--- src/rtl/tls_pkg.sv ---
package tls_pkg;

    localparam int NLANE    = 2;
    localparam int LANE_TX  = 0;
    localparam int LANE_RX  = 1;

    localparam int MODE_TX_BIT = 13;
    localparam int MODE_RX_BIT = 12;
    localparam int EVT_TX_BIT  = 8;
    localparam int EVT_RX_BIT  = 9;

    typedef enum logic [1:0] {
        ST_IDLE   = 2'd0,
        ST_ACTIVE = 2'd1,
        ST_DRAIN  = 2'd2
    } seq_state_t;

    localparam logic [1:0] LM_FOUR  = 2'b00;
    localparam logic [1:0] LM_THREE = 2'b01;

    function automatic int evt_pos(input int lane);
        return (lane == LANE_TX) ? EVT_TX_BIT : EVT_RX_BIT;
    endfunction

endpackage

--- src/rtl/tls_lane_counter.sv ---
module tls_lane_counter #(
    parameter int CNT_W = 20
) (
    input  logic             clk,
    input  logic             rst_n,
    input  logic             load,
    input  logic             abort,
    input  logic             active,
    input  logic [CNT_W-1:0] target,
    input  logic             word_pulse,
    output logic             running,
    output logic             end_hit
);

    typedef struct packed {
        logic             run;
        logic [CNT_W-1:0] cnt;
        logic [CNT_W-1:0] tgt;
    } lane_t;

    lane_t lane_q, lane_d;
    logic [CNT_W-1:0] cnt_inc;

    always_comb begin
        lane_d  = lane_q;
        end_hit = 1'b0;
        cnt_inc = lane_q.cnt + 1'b1;
        if (abort) begin
            lane_d.run = 1'b0;
            lane_d.cnt = '0;
        end else if (load) begin
            lane_d.cnt = '0;
            lane_d.tgt = target;
            lane_d.run = 1'b0;
            if (active) begin
                if (target == '0) begin
                    end_hit = 1'b1;
                end else begin
                    lane_d.run = 1'b1;
                end
            end
        end else if (lane_q.run && word_pulse) begin
            lane_d.cnt = cnt_inc;
            if (cnt_inc == lane_q.tgt) begin
                lane_d.run = 1'b0;
                end_hit    = 1'b1;
            end
        end
    end

    always_ff @(posedge clk or negedge rst_n) begin
        if (!rst_n) begin
            lane_q <= '0;
        end else begin
            lane_q <= lane_d;
        end
    end

    assign running = lane_q.run;

endmodule

--- src/rtl/tls_launch_decode.sv ---
module tls_launch_decode (
    input  logic       tx_on,
    input  logic       rx_on,
    input  logic [1:0] line_mode,
    input  logic       kick,
    input  logic       sw_tx_req,
    input  logic       sw_rx_req,
    input  logic       ro_rise,
    output logic       launch,
    output logic       ro_sel
);
    import tls_pkg::*;

    always_comb begin
        launch = 1'b0;
        ro_sel = 1'b0;
        if (tx_on || rx_on) begin
            if (line_mode == LM_FOUR) begin
                if (rx_on && !tx_on) begin
                    launch = ro_rise;
                    ro_sel = 1'b1;
                end else begin
                    launch = kick;
                end
            end else if (tx_on) begin
                launch = sw_tx_req;
            end else begin
                launch = sw_rx_req;
            end
        end
    end

endmodule

--- src/rtl/tls_event_regs.sv ---
module tls_event_regs #(
    parameter int REG_W = 16
) (
    input  logic                     clk,
    input  logic                     rst_n,
    input  logic [tls_pkg::NLANE-1:0] hit,
    input  logic                     clr_we,
    input  logic [REG_W-1:0]         clr_word,
    input  logic [REG_W-1:0]         en_word,
    output logic [REG_W-1:0]         raw_word,
    output logic [REG_W-1:0]         masked_word,
    output logic                     irq
);
    import tls_pkg::*;

    typedef struct packed {
        logic [NLANE-1:0] raw;
    } evt_t;

    evt_t evt_q, evt_d;
    logic [NLANE-1:0] en_bits;
    logic [NLANE-1:0] msk_bits;
    logic             unused_evt;

    always_comb begin
        evt_d = evt_q;
        for (int i = 0; i < NLANE; i++) begin
            if (hit[i]) begin
                evt_d.raw[i] = 1'b1;
            end else if (clr_we && clr_word[evt_pos(i)]) begin
                evt_d.raw[i] = 1'b0;
            end
        end
    end

    always_ff @(posedge clk or negedge rst_n) begin
        if (!rst_n) begin
            evt_q <= '0;
        end else begin
            evt_q <= evt_d;
        end
    end

    always_comb begin
        raw_word    = '0;
        masked_word = '0;
        for (int i = 0; i < NLANE; i++) begin
            en_bits[i]             = en_word[evt_pos(i)];
            msk_bits[i]            = evt_q.raw[i] & en_bits[i];
            raw_word[evt_pos(i)]    = evt_q.raw[i];
            masked_word[evt_pos(i)] = msk_bits[i];
        end
    end

    assign irq = |msk_bits;

    assign unused_evt = ^{clr_word, en_word};

endmodule

--- src/rtl/tls_xfer_seq.sv ---
module tls_xfer_seq #(
    parameter int LEN_W = 20,
    parameter int LO_W  = 16,
    parameter int RO_W  = 9,
    parameter int REG_W = 16,
    localparam int HI_W = LEN_W - LO_W
) (
    input  logic             clk,
    input  logic             rst_n,
    input  logic [REG_W-1:0] mode_word,
    input  logic [1:0]       line_mode,
    input  logic [HI_W-1:0]  tx_len_hi,
    input  logic [LO_W-1:0]  tx_len_lo,
    input  logic [HI_W-1:0]  rx_len_hi,
    input  logic [LO_W-1:0]  rx_len_lo,
    input  logic [REG_W-1:0] ro_word,
    input  logic             kick,
    input  logic             sw_tx_req,
    input  logic             sw_rx_req,
    input  logic             word_done,
    input  logic             line_idle,
    input  logic [REG_W-1:0] int_en_word,
    input  logic             clr_we,
    input  logic [REG_W-1:0] clr_word,
    output logic             eng_start,
    output logic             eng_stop,
    output logic             tx_busy,
    output logic [REG_W-1:0] raw_word,
    output logic [REG_W-1:0] masked_word,
    output logic             irq
);
    import tls_pkg::*;

    typedef struct packed {
        seq_state_t state;
        logic       start;
        logic       stop;
        logic       tx_busy;
        logic       ro_arm;
    } seq_t;

    seq_t seq_q, seq_d;

    logic             tx_on, rx_on, abort;
    logic             ro_rise, launch_req, ro_sel, launch_ok;
    logic             lanes_left, any_nz;
    logic [NLANE-1:0] lane_run, lane_hit, lane_act, lane_nz;
    logic [LEN_W-1:0] lane_tgt [NLANE];
    logic             unused_top;

    assign tx_on   = mode_word[MODE_TX_BIT];
    assign rx_on   = mode_word[MODE_RX_BIT];
    assign abort   = !tx_on && !rx_on;
    assign ro_rise = ro_word[RO_W] && !seq_q.ro_arm;

    tls_launch_decode u_launch (
        .tx_on     (tx_on),
        .rx_on     (rx_on),
        .line_mode (line_mode),
        .kick      (kick),
        .sw_tx_req (sw_tx_req),
        .sw_rx_req (sw_rx_req),
        .ro_rise   (ro_rise),
        .launch    (launch_req),
        .ro_sel    (ro_sel)
    );

    assign launch_ok = launch_req && (seq_q.state == ST_IDLE);

    assign lane_tgt[LANE_TX] = {tx_len_hi, tx_len_lo};
    assign lane_tgt[LANE_RX] = ro_sel ? {{(LEN_W-RO_W){1'b0}}, ro_word[RO_W-1:0]}
                                      : {rx_len_hi, rx_len_lo};
    assign lane_act[LANE_TX] = tx_on;
    assign lane_act[LANE_RX] = rx_on;

    for (genvar g = 0; g < NLANE; g++) begin : g_lane
        assign lane_nz[g] = lane_act[g] && (lane_tgt[g] != '0);

        tls_lane_counter #(
            .CNT_W (LEN_W)
        ) u_cnt (
            .clk        (clk),
            .rst_n      (rst_n),
            .load       (launch_ok),
            .abort      (abort),
            .active     (lane_act[g]),
            .target     (lane_tgt[g]),
            .word_pulse (word_done),
            .running    (lane_run[g]),
            .end_hit    (lane_hit[g])
        );
    end

    assign any_nz     = |lane_nz;
    assign lanes_left = |(lane_run & ~lane_hit);

    always_comb begin
        seq_d        = seq_q;
        seq_d.start  = 1'b0;
        seq_d.stop   = 1'b0;
        seq_d.ro_arm = ro_word[RO_W];
        if (abort) begin
            seq_d.state   = ST_IDLE;
            seq_d.tx_busy = 1'b0;
            seq_d.stop    = (seq_q.state == ST_ACTIVE);
        end else begin
            if (seq_q.tx_busy && !lane_run[LANE_TX] && line_idle) begin
                seq_d.tx_busy = 1'b0;
            end
            case (seq_q.state)
                ST_IDLE: begin
                    if (launch_ok && any_nz) begin
                        seq_d.state   = ST_ACTIVE;
                        seq_d.start   = 1'b1;
                        seq_d.tx_busy = lane_nz[LANE_TX];
                    end
                end
                ST_ACTIVE: begin
                    if ((|lane_hit) && !lanes_left) begin
                        seq_d.stop  = 1'b1;
                        seq_d.state = seq_d.tx_busy ? ST_DRAIN : ST_IDLE;
                    end
                end
                ST_DRAIN: begin
                    if (!seq_d.tx_busy) begin
                        seq_d.state = ST_IDLE;
                    end
                end
                default: seq_d.state = ST_IDLE;
            endcase
        end
    end

    always_ff @(posedge clk or negedge rst_n) begin
        if (!rst_n) begin
            seq_q <= '{state: ST_IDLE, start: 1'b0, stop: 1'b0, tx_busy: 1'b0, ro_arm: 1'b0};
        end else begin
            seq_q <= seq_d;
        end
    end

    tls_event_regs #(
        .REG_W (REG_W)
    ) u_evt (
        .clk         (clk),
        .rst_n       (rst_n),
        .hit         (lane_hit),
        .clr_we      (clr_we),
        .clr_word    (clr_word),
        .en_word     (int_en_word),
        .raw_word    (raw_word),
        .masked_word (masked_word),
        .irq         (irq)
    );

    assign eng_start = seq_q.start;
    assign eng_stop  = seq_q.stop;
    assign tx_busy   = seq_q.tx_busy;

    assign unused_top = ^{mode_word, ro_word};

endmodule

--- config.mk ---
export PLATFORM = sky130hd
export DESIGN_NAME = tls_xfer_seq
export DESIGN_NICKNAME = d
export VERILOG_FILES = /design/src/rtl/tls_pkg.sv /design/src/rtl/tls_lane_counter.sv /design/src/rtl/tls_launch_decode.sv /design/src/rtl/tls_event_regs.sv /design/src/rtl/tls_xfer_seq.sv
export SDC_FILE = /design/constraint.sdc
export NUM_CORES = 1
export LEC_CHECK = 0
export ABC_AREA = 1
export BUFFER_PORTS_ARGS = -buffer_cell sky130_fd_sc_hd__buf_2
export CAP_MARGIN = 0
export CORE_MARGIN = 2
export CORE_UTILIZATION = 59
export CTS_CLUSTER_DIAMETER = 50
export CTS_CLUSTER_SIZE = 12
export DETAILED_ROUTE_END_ITERATION = 10
export HOLD_SLACK_MARGIN = 0.08
export PLACE_DENSITY = 0.95
export SLEW_MARGIN = 20
export SYNTH_ARGS = -nofsm -noshare
export SYNTH_HDL_FRONTEND = slang
export SYNTH_SLANG_ARGS = --single-unit
--- constraint.sdc ---
create_clock -name clk -period 3.68 [get_ports clk]
set_input_delay 0.552 -clock clk [delete_from_list [all_inputs] [get_ports clk]]
set_output_delay 0.552 -clock clk [all_outputs]
set_load 0.02 [all_outputs]
Word level (Yosys, flattened, before mapping)
Index checks and enable logic that the tools add are counted.
{"block": "op_classes", "n_addsub": 2, "eq_ne": 7, "mux": 51, "bitwise_logic": 5, "n_reduce_logical": 40}
{"operator": "21-bit 2-to-1 mux", "n": 6}
{"operator": "20-bit by 1-bit adder with 20-bit output, second input constant", "n": 2}
{"operator": "20-bit == test", "n": 2}
{"operator": "20-bit zero test", "n": 2}
{"operator": "20-bit nonzero test", "n": 2}
{"operator": "1-bit 2-to-1 mux", "n": 37}
{"operator": "20-bit 2-to-1 mux", "n": 1}
{"operator": "1-bit logical AND", "n": 14}
{"operator": "3-bit nonzero test", "n": 4}
{"operator": "2-bit 2-to-1 mux", "n": 5}
{"operator": "2-bit OR reduction", "n": 4}
{"operator": "3-bit by 2-bit inequality test with 1-bit output, second input constant", "n": 2}
{"operator": "2-bit case mux with 3 select lines", "n": 1}
{"operator": "2-bit AND reduction", "n": 3}
{"operator": "1-bit zero test", "n": 5}
{"operator": "2-bit zero test", "n": 2}
{"operator": "2-bit nonzero test", "n": 2}
{"operator": "3-bit 2-to-1 mux", "n": 1}
{"operator": "3-bit inequality test, second input constant", "n": 1}
{"operator": "3-bit AND reduction", "n": 1}
{"operator": "1-bit AND", "n": 2}
{"operator": "2-bit AND", "n": 1}
{"operator": "2-bit by 1-bit == test with 1-bit output, second input constant", "n": 1}
{"operator": "2-bit == test, second input constant", "n": 1}
{"operator": "3 further kinds", "n": 3}
{"block": "totals", "ff_bits": 90, "inputBits": 114}

Depth between registers and ports, before layout
Gate-level depths: netlist of run 1.
{"block": "logic_depth", "word_depth": 19, "depth_mapped": 19}

Cells and area by module
Synthesis of run 1 repeated with hierarchy kept, for this count alone.
{"block": "hier_totals", "cells_unflattened": 967, "hier_area_um2": 6268.5}
{"module": "tls_lane_counter", "instances": 2, "cells_per_inst": 387, "area_per_inst_um2": 2608.8, "seq_area_each_um2": 1026.0}
{"module": "tls_xfer_seq", "instances": 1, "cells_per_inst": 134, "area_per_inst_um2": 669.4, "seq_area_each_um2": 150.1}
{"module": "tls_event_regs", "instances": 1, "cells_per_inst": 44, "area_per_inst_um2": 312.8, "seq_area_each_um2": 50.0}
{"module": "tls_launch_decode", "instances": 1, "cells_per_inst": 15, "area_per_inst_um2": 68.8, "seq_area_each_um2": 0.0}

Worst setup path after synthesis of run 1
No wires, ideal clock.
{"block": "synth_path", "path_kind": "input to register", "startpoint": "input line_mode[1]", "endpoint": "register seq_q[5] in the netlist's numbering", "setup_time_ns": 0.066, "arrival_time_ns": 1.950, "path_slack_ns": 1.664, "path_stages": 12, "n_path_buf": 0, "path_cell_list": "nor2_2 > nand2_4 > or2_2 > o21ai_0 > nand2_1 > nor4_1 > nand3_1 > nand3_1 > nand2_1 > nand3_2 > nand3_1 > nand2_1"}
{"block": "synth_between", "elab_chain_len": 16, "word_cells_on_any_way": 27}
{"element": "from (decl)", "line": "tls_xfer_seq.sv:11", "text": "input logic [1:0] line_mode,"}
{"element": "2-bit zero test (*)", "line": "tls_launch_decode.sv:18", "text": "if (line_mode == LM_FOUR) begin"}
{"element": "1-bit 2-to-1 mux", "line": "tls_launch_decode.sv:18"}
{"element": "1-bit 2-to-1 mux", "line": "tls_launch_decode.sv:17", "text": "if (tx_on || rx_on) begin"}
{"element": "20-bit 2-to-1 mux", "line": "tls_xfer_seq.sv:71", "text": "assign lane_tgt[LANE_RX] = ro_sel ? {{(LEN_W-RO_W){1'b0}}, ro_word[RO_W-1:0]}"}
{"element": "20-bit zero test", "line": "tls_lane_counter.sv:36", "text": "if (target == '0) begin"}
{"element": "1-bit 2-to-1 mux", "line": "tls_lane_counter.sv:36"}
{"element": "1-bit 2-to-1 mux", "line": "tls_lane_counter.sv:35", "text": "if (active) begin"}
{"element": "1-bit 2-to-1 mux", "line": "tls_lane_counter.sv:31", "text": "end else if (load) begin"}
{"element": "1-bit 2-to-1 mux", "line": "tls_lane_counter.sv:28", "text": "if (abort) begin"}
{"element": "2-bit inverter", "line": "tls_xfer_seq.sv:95", "text": "assign lanes_left = |(lane_run & ~lane_hit);"}
{"element": "2-bit AND", "line": "tls_xfer_seq.sv:95"}
{"element": "2-bit OR reduction", "line": "tls_xfer_seq.sv:95"}
{"element": "1-bit zero test", "line": "tls_xfer_seq.sv:119", "text": "if ((|lane_hit) && !lanes_left) begin"}
{"element": "1-bit logical AND", "line": "tls_xfer_seq.sv:119"}
{"element": "3-bit by 2-bit inequality test with 1-bit output (no line)"}
{"element": "3-bit AND reduction (no line) (*)"}
{"element": "to (signal assigned)", "line": "tls_xfer_seq.sv:136", "text": "seq_q <= '{state: ST_IDLE, start: 1'b0, stop: 1'b0, tx_busy: 1'b0, ro_arm: 1'b0};"}
{"element": "to (signal assigned)", "line": "tls_xfer_seq.sv:138", "text": "seq_q <= seq_d;"}
{"element": "to (decl)", "line": "tls_xfer_seq.sv:42", "text": "seq_t seq_q, seq_d;"}
Mark *: on every way between the ends. The rest lies on a longest branch, timed or not.
A chain may end at the register's enable or synchronous reset.

Worst setup path in the final report of run 1
{"block": "layout_path", "startpoint": "input mode_word[13]", "endpoint": "register seq_q[4] in the netlist's numbering"}
{"block": "layout_between", "elab_chain_len": 18, "word_cells_on_any_way": 37}
{"element": "from (decl)", "line": "tls_xfer_seq.sv:10", "text": "input logic [REG_W-1:0] mode_word,"}
{"element": "1-bit zero test", "line": "tls_launch_decode.sv:19, tls_xfer_seq.sv:53"}
{"element": "1-bit logical AND", "line": "tls_launch_decode.sv:19", "text": "if (rx_on && !tx_on) begin"}
{"element": "1-bit 2-to-1 mux", "line": "tls_launch_decode.sv:19"}
{"element": "1-bit 2-to-1 mux", "line": "tls_launch_decode.sv:18"}
{"element": "1-bit 2-to-1 mux", "line": "tls_launch_decode.sv:17"}
{"element": "20-bit 2-to-1 mux", "line": "tls_xfer_seq.sv:71"}
{"element": "20-bit zero test", "line": "tls_lane_counter.sv:36"}
{"element": "1-bit 2-to-1 mux", "line": "tls_lane_counter.sv:36"}
{"element": "[... 2 more ...]"}
{"element": "1-bit 2-to-1 mux", "line": "tls_lane_counter.sv:28"}
{"element": "2-bit inverter", "line": "tls_xfer_seq.sv:95"}
{"element": "2-bit AND", "line": "tls_xfer_seq.sv:95"}
{"element": "2-bit OR reduction", "line": "tls_xfer_seq.sv:95"}
{"element": "1-bit zero test", "line": "tls_xfer_seq.sv:119"}
{"element": "1-bit logical AND", "line": "tls_xfer_seq.sv:119"}
{"element": "3-bit by 2-bit inequality test with 1-bit output (no line)"}
{"element": "3-bit AND reduction (no line)"}
Parallel ways exist; a longest one is shown, timed or not.

==> results summary, run 1 <==
The flow ran to the end, and the final reports show no timing, DRC or antenna violations. The tool flagged a number of max-cap violations equal to 0. The hold-fix buffer count after cts is 0.

For this block, the initial DRC count from the detailed router was 472. The maximum level of the CTS H-tree is 3. The fraction of final layout cells sized beyond drive strength 1 came out at 12.5%. The repair_antennas step left the layout with diodes totalling 0. At the worst endpoint, the required time is 3940 ps. The type of element launching the critical path is an input port. The post-route core utilization came out at 66.1%. For this design the static power due to leakage is 3.40 nW. The via count of the first global-routing pass came out at 5950. The number of failing hold endpoints at the final stage came out at 0. The Yosys step of the flow raised 0 warnings.

The worst-case clock buffer depth is 2. For this run, the register share of the synthesized area comes to 37.1%. The share of the clock period used by the worst path came out at 68.9%. The worst endpoint data arrival time came out at 2790 ps. The floorplan has 37 rows. The synthesized area is 6070 sq um. The power per standard cell area came out at 544 nW/um^2. The via count came out at 6161.

The global-route total usage across every layer is 28.9%. The placer's final routability congestion estimate came out at 0.949. The die is 105 um tall. The worst setup path is captured at a register. The global-route congestion overflow total came out at 0.

The worst register-to-register path has a depth of 16. The average wire per cell in the routed design is 13.6 um. In this run the register-to-register setup slack is 1180 ps. The HPWL after detailed placement is 11300 um. The launch point of the worst path is mode_word[13]. The maximum frequency from static timing analysis came out at 394 MHz. The worst slew margin relative to its limit came out at 51.8%. The synthesized design contains 90 register bits. The count of pins on the block boundary came out at 150.

The initial cell density of the core came out at 59.9%. The clock latency of the later-clocked register in the worst-skew pair is 390 ps. The end of the critical path is seq_q[4].

The clock edge transition at the registers on the reported setup and hold paths came out at 90 ps. The total wire length is 15300 um. The number of gates resized after CTS was 0. The total design power came out at 0.00365 W.

The library cell used most frequently in the layout, excluding fill and tap cells, is sky130_fd_sc_hd__nand2_1. The synthesized area per cell came out at 6.65 sq um. The setup violation total in the final timing report is 0. Port buffering added 73 buffers. The number of remaining DRC errors is 0. The first-pass iteration count of the detailed router came out at 6.

The final max-slew violation count is 0. The first global-routing pass estimated 25800 um of wire. TritonCTS built the clock tree. The worst-case clock skew is 15.2 ps. At the end of the flow, the number of nets in the layout was 1099.

The worst setup path is of the in -> reg kind. The peak supply drop came out at 0.339 mV. The post-layout minimum cycle time came out at 2530 ps. In the routed layout, each cell is associated on average with a via count of 5.49. The post-CTS setup repair buffer count is 0. In this run the critical register-to-register path is launched from g_lane[0].u_cnt.lane_q[20]. The top fanout value on the critical path is 28. The clock sink count is 90. The die footprint came out at 11100 sq um. The total non-filler cell area in the finished layout is 6700 sq um.

The cell sitting at the root of the clock tree is a sky130_fd_sc_hd__clkbuf_8. In this run the critical register-to-register path is captured at seq_q[4]. Counting the buffers created by CTS gives 9. The final antenna-violating net count is 0. Once placement finished, the instance area stood at 6480 sq um. The setup TNS came out at 0 ps. The maximum number of pins on one net before global-route repair is 54.

The top cell types in the final layout, fill and taps aside, are 322 x sky130_fd_sc_hd__nand2_1, 106 x sky130_fd_sc_hd__nand3_1, 98 x sky130_fd_sc_hd__inv_1. Measured along the x axis, the die boundary spans 105 um. The core area came out at 10100 sq um. The worst hold path belongs to the class in -> async. Setup repair after global routing left no endpoint under its margin. Compared with the post-synthesis result, the final layout area differs by 10.3%.

The slew at the pin closest to its max-slew limit is 717 ps. The number of antenna violations at the first check in global routing came to 0. The number of distinct library cell variants in the gate-level netlist after synthesis came out at 41. Synthesis produced 913 cells. The worst hold slack came out at 156 ps.
## synth_stat cells, drive strengths merged
| cell type | n | area [sq um] |
|---|---|---|
| dfrtp | 90 | 2250 |
| clkbuf | 20 | 75.1 |
| nor2 | 66 | 298 |
| buf | 29 | 221 |
| a22oi | 1 | 7.51 |
| o211ai | 1 | 7.51 |
| nor4 | 7 | 43.8 |
| xor2 | 5 | 43.8 |
| ha | 2 | 25.0 |
| nand3 | 111 | 588 |
| a31oi | 4 | 25.0 |
| inv | 100 | 375 |
| nand3b | 11 | 82.6 |
| xor3 | 1 | 23.8 |
| nand2 | 327 | 1240 |
| nand4 | 15 | 93.8 |
| xnor2 | 2 | 17.5 |
| clkinv | 5 | 18.8 |
| xnor3 | 1 | 22.5 |
| a21oi | 37 | 185 |
| nor2b | 1 | 6.26 |
| nor3 | 2 | 15.0 |
| o21bai | 2 | 15.0 |
| or2 | 3 | 18.8 |
| o31ai | 1 | 7.51 |
| and2 | 1 | 6.26 |
| a211oi | 2 | 15.0 |
| nor3b | 2 | 15.0 |
| conb | 1 | 3.75 |
| o21ai | 63 | 319 |
## cell families after synthesis
group / after synthesis / synth area share (%)
AND/OR/NAND/NOR: 546 / 39.7
buffers and inverters: 154 / 11.4
AO/OA/AOI/OAI: 111 / 9.58
flip-flops: 90 / 37.1
XOR/XNOR: 9 / 1.77
adder cells (fa/ha/maj): 2 / 0.412
other: 1 / 0.0617
## area by class of cell
cell class,count,area [sq um]
clock buffer,11,151
clock inverter,4,73.8
fill,837,3440
inverter,105,394
multi-input combinational,696,3230
sequential,90,2250
tap,136,170
timing repair buffer,81,428
## metrics by stage
| stage | cells | setup WS (ps) |
|---|---|---|
| after floorplan | 940 | 1660 |
| after global placement | 1108 | 860 |
| after detailed placement | 1108 | 843 |
| after CTS | 1123 | 1240 |
| after global routing | 1123 | 885 |
| final | 1123 | 1150 |
## how the worst min path moves through the flow
stage | to | cells after the start | from | slack (ps)
after CTS | g_lane[1].u_cnt.lane_q[10] | 1 | rst_n | 170
after global routing | g_lane[1].u_cnt.lane_q[5] | 1 | rst_n | 190
after detailed placement | g_lane[0].u_cnt.lane_q[7] | 2 | g_lane[0].u_cnt.lane_q[7] | 490
final | g_lane[1].u_cnt.lane_q[25] | 1 | rst_n | 160
after floorplan | eng_start | 0 | rst_n | 260
after global placement | g_lane[0].u_cnt.lane_q[9] | 2 | g_lane[0].u_cnt.lane_q[9] | 480
## worst max-delay path: stages
cell	delay, ps
sky130_fd_sc_hd__buf_2	110
sky130_fd_sc_hd__inv_2	40
sky130_fd_sc_hd__nand2_1	80
sky130_fd_sc_hd__inv_2	60
sky130_fd_sc_hd__nand2_4	250
sky130_fd_sc_hd__inv_1	160
sky130_fd_sc_hd__o21ai_0	280
sky130_fd_sc_hd__nand2_1	80
sky130_fd_sc_hd__nor4_1	560
sky130_fd_sc_hd__nand3_1	230
sky130_fd_sc_hd__nand3_1	140
sky130_fd_sc_hd__nand2_1	80
sky130_fd_sc_hd__nand3_2	70
sky130_fd_sc_hd__o21ai_1	80
## report_power, final
part           switching, W  internal (W)  leakage [nW]
Clock              0.000365      0.000417         0.116
Sequential         0.000271       0.00130          1.17
Combinational      0.000820      0.000479          2.11
Total               0.00146       0.00219          3.40
## registers in the layout, summed over array words and instances, names as in the netlist
signal / count
eng_start: 1
g_lane.u_cnt.lane_q: 80
tx_busy: 1
g_lane.u_cnt.running: 2
seq_q: 3
eng_stop: 1
u_evt.evt_q: 2
## routing by layer
metal | track usage [%] | part of all wire, % | vias up
met5 | 0 | 0 | -
li1 | - | - | 3029
met4 | 15.9 | 4.2 | 0
met1 | 33.5 | 39 | 2810
met3 | 6.80 | 6.8 | 65
met2 | 49.1 | 50 | 257
Power figures use the tool's default switching activity.
==> run 2, diff against run 1 <==
--- a/config.mk
+++ b/config.mk
@@ -9,12 +9,12 @@
 export BUFFER_PORTS_ARGS = -buffer_cell sky130_fd_sc_hd__buf_2
 export CAP_MARGIN = 0
 export CORE_MARGIN = 2
-export CORE_UTILIZATION = 59
+export CORE_UTILIZATION = 49
 export CTS_CLUSTER_DIAMETER = 50
 export CTS_CLUSTER_SIZE = 12
 export DETAILED_ROUTE_END_ITERATION = 10
 export HOLD_SLACK_MARGIN = 0.08
-export PLACE_DENSITY = 0.95
+export PLACE_DENSITY = 0.87
 export SLEW_MARGIN = 20
 export SYNTH_ARGS = -nofsm -noshare
 export SYNTH_HDL_FRONTEND = slang
==> constraint.sdc (replaced) <==
create_clock -name clk -period 2.3 [get_ports clk]
set_input_delay 0.345 -clock clk [delete_from_list [all_inputs] [get_ports clk]]
set_output_delay 0.345 -clock clk [all_outputs]
set_load 0.02 [all_outputs]
==> results summary, run 2 (synthesis results as in run 1) <==
The final antenna-violating net count was 0 (unchanged). Setup repair after global routing could not meet its margin everywhere. The number of vias per cell is 5.32 (-3.0%). The CTS tree is yes. The flip-flop count of the largest register after layout is 80 (unchanged).

The clock sink count is 90 (unchanged). The power per standard cell area came out at 864 nW/um^2 (+59%). The count of pins on the block boundary came out at 150 (unchanged). The worst hold path stage count is 1. The wire length on met2 is 8140 um (+5.8%). The first-pass iteration count of the detailed router came to 5 (-1).

The count of input and output buffers came to 73 (unchanged). The largest registers in the layout are g_lane.u_cnt.lane_q: 80 flops, seq_q: 3 flops. The top fanout value on the critical path came to 5 (-82%). The flow ran to the end, but the final reports show violations. The peak supply drop is 0.491 mV (+45%). The global-route congestion overflow total came out at 0 (unchanged). The sum of routed wire segments on met1 came to 6350 um (+7.3%). The post-layout minimum cycle time is 2310 ps. The setup violation total in the final timing report is 2 (+2).

The clock edge transition at the registers on the reported setup and hold paths came to 70 ps (-20 ps). The cell-internal power came out at 0.00384 W (+75%). The clock latency of the later-clocked register in the worst-skew pair is 360 ps (-30 ps). The worst-case setup margin in the final layout is -8.43 ps (-1150 ps). The number of cell instances on the worst register-to-register path is 15 (-1).

The via count of the first global-routing pass came out at 5993 (+0.72%). The wire length of the first global-routing pass came to 26500 um (+2.7%). The kind of end point of the critical path is a register. The die footprint came to 13300 sq um (+20%). The critical path data required time is 2590 ps (-1350 ps). The placer's final routability congestion estimate is 0.943 (-0.63%). The maximum level of the CTS H-tree came to 3 (unchanged). The hold path startpoint is ro_word[9]. The average wire per cell in the routed design is 13.7 um (+0.55%). The total wire length came out at 16300 um (+6.6%). After detailed routing, no signal wire sits above met4. Leaving out fill and tap cells, the most frequent cell in the layout is sky130_fd_sc_hd__nand2_1. The number of remaining DRC errors was 0 (unchanged). The total area of sequential cells is 2260 sq um (+0.50%). The static power due to leakage came out at 3.65 nW (+7.5%). The detailed-placement wirelength estimate is 11800 um (+4.0%). The maximum number of pins on one net before global-route repair came out at 48 (-11%). The number of failing hold endpoints at the final stage came to 0 (unchanged). The fraction of final layout cells sized beyond drive strength 1 came out at 21.4% (+8.9 points).

The global-route total usage across every layer is 25.3% (-3.6 points). The synthesis-to-finish area growth is 21.0%. The setup slack on the worst flop-to-flop path is -8 ps (-1190 ps). The signal on the critical path passes through ha_2 > nand2_2 > nor2_4 > nand3_4 > o21ai_1 > nand3_1 > nand2_1 > nand3_1 > nor2_2 > nand4_1 > nand2_1 > nand2_2 > nand3_2 > nand3_2 > nand2_1. In the layout the commonest cells are 301 x sky130_fd_sc_hd__nand2_1, 97 x sky130_fd_sc_hd__inv_1, 94 x sky130_fd_sc_hd__nand3_1.

The initial cell density of the core was 50.4% (-9.6 points). The wire length on met3 came out at 1110 um (+7.3%). The fraction of power consumed by sequential logic is 39.8% (-3.2 points). The width of the die is 115 um (+9.4%). The violation count after the first detailed-route iteration is 558 (+18%).

The share of the clock period used by the worst path is 100%. The part of the total power dissipated in the clock network came out at 24.1% (+2.7 points). The worst-case clock buffer depth came out at 2 (unchanged).

The dominant delay contributor by cell family on the critical path is simple AND/OR/NAND/NOR gates. Among all stages on the critical path, the largest delay is contributed by sky130_fd_sc_hd__dfrtp_1. The area taken by multi-input logic gates came to 3440 sq um (+6.5%). The standard-cell row count came to 40 (+8.1%). The maximum frequency from static timing analysis came out at 433 MHz.

In this run the clock root is driven by a sky130_fd_sc_hd__clkbuf_16. The path class of the tightest hold or removal check is in -> reg. The worst hold slack is 108 ps (-47.9 ps). The power share of the combinational group is 36.1% (+0.5 points). The worst hold path terminates at seq_q[0]. The largest incremental delay on the critical path came out at 410 ps (-150 ps). The type of the worst setup path is reg -> reg. The final reports fail on setup timing. The worst endpoint data arrival time is 2600 ps (-190 ps). The post-route core utilization is 60.9% (-5.2 points). The number of antenna violations at the first check in global routing was 0 (unchanged). The via count came out at 6335 (+2.8%). The final max-slew violation count is 0 (unchanged). The switching power as a share of total power is 39.6% (-0.32 points).

The register with the most flip-flops is g_lane.u_cnt.lane_q. The filler cell count in the final layout came out at 1038 (+24%). By instance count, the cell type seen most on the critical path is sky130_fd_sc_hd__nand2_1.

The vertical extent of the die came out at 115 um (+9.4%). The worst setup path is launched from a register. The core area came out at 12100 sq um (+19%). The worst register-to-register path begins at g_lane[0].u_cnt.lane_q[21]. The worst-case clock skew was 6.08 ps (-9.13 ps).

The number of max-cap violations came to 0 (unchanged). The count of antenna diodes in the layout is 0 (unchanged). The number of buffers and inverters on the critical path came to 0 (-4). The CTS buffer count is 9 (unchanged). The switching power of the nets is 0.00251 W (+73%). The number of nets in the layout is 1134 (+3.2%).

The endpoint of the worst register-to-register path is seq_q[5].
run 2: cell types whose count changed in the layout (fill, tap and decap cells not counted), moves of 10 or more:
cell and change:
sky130_fd_sc_hd__buf_4 +29, sky130_fd_sc_hd__nand2_1 -21, sky130_fd_sc_hd__nand2_2 +19, sky130_fd_sc_hd__nor2_1 -14, sky130_fd_sc_hd__nand3_1 -12, sky130_fd_sc_hd__nor2_2 +12, sky130_fd_sc_hd__clkbuf_8 -10, sky130_fd_sc_hd__nand3_2 +10
run 2: through the flow:
| stage | total power, W | area, sq um | TNS [ps] | std cells | worst slack (ps) |
|---|---|---|---|---|---|
| finish | 0.00635 | 7350 | -14.2 | 1191 | -8.43 |
| global route | 0.00685 | 7350 | -425 | 1191 | -161 |
| CTS | 0.00615 | 7010 | 0 | 1177 | 5.83 |
| detailed placement | 0.00460 | 6660 | -20.4 | 1157 | -20.4 |
| global placement | 0.00450 | 6660 | 0 | 1157 | 46.7 |
| floorplan | 0.00398 | 6170 | 0 | 940 | 343 |
run 2: what timing repair did:
action | in CTS | in global routing
pin swaps | 1 | 43
endpoints found under the setup margin | 1 | 6
buffers inserted | 3 | 14
hold buffers | 1 | 0
endpoints found under the hold margin | 10 | 0
resized for setup | 2 | 72
run 2: power groups by stage:
| stage | registers (W) | clock network [W] | logic, W |
|---|---|---|---|
| finish | 0.00253 | 0.00153 | 0.00229 |
| global route | 0.00260 | 0.00162 | 0.00262 |
| CTS | 0.00251 | 0.00156 | 0.00208 |
| detailed placement | 0.00253 | 0 | 0.00207 |
| global placement | 0.00251 | 0 | 0.00200 |
| floorplan | 0.00241 | 0 | 0.00158 |
run 2: metal layers:
| metal | vias up | GRT usage [%] |
|---|---|---|
| li1 | 3101 | - |
| met2 | 252 | 43.6 |
| met5 | - | 0 |
| met1 | 2927 | 29.6 |
| met4 | 0 | 12.1 |
| met3 | 55 | 5.96 |
run 2: worst max path at each step:
stage,to,slack (ps),depth (start not counted),from
2_1_floorplan,seq_q[5],340,18,g_lane[1].u_cnt.lane_q[20]
3_3_place_gp,tx_busy,50,17,mode_word[13]
3_5_place_dp,tx_busy,-20,17,mode_word[13]
4_1_cts,seq_q[5],6,15,g_lane[0].u_cnt.lane_q[20]
5_1_grt,seq_q[5],-160,16,g_lane[1].u_cnt.lane_q[22]
6_report,seq_q[5],-8,15,g_lane[0].u_cnt.lane_q[21]
run 2: area by class of cell:
type / instances / share of cell area [%]
inverters: 105 / 5.40
clock buffers: 11 / 3.30
repair buffers: 116 / 9.96
multi-input cells: 696 / 46.8
clock inverters: 5 / 0.834
well taps: 168 / 2.86
flip-flops and latches: 90 / 30.8
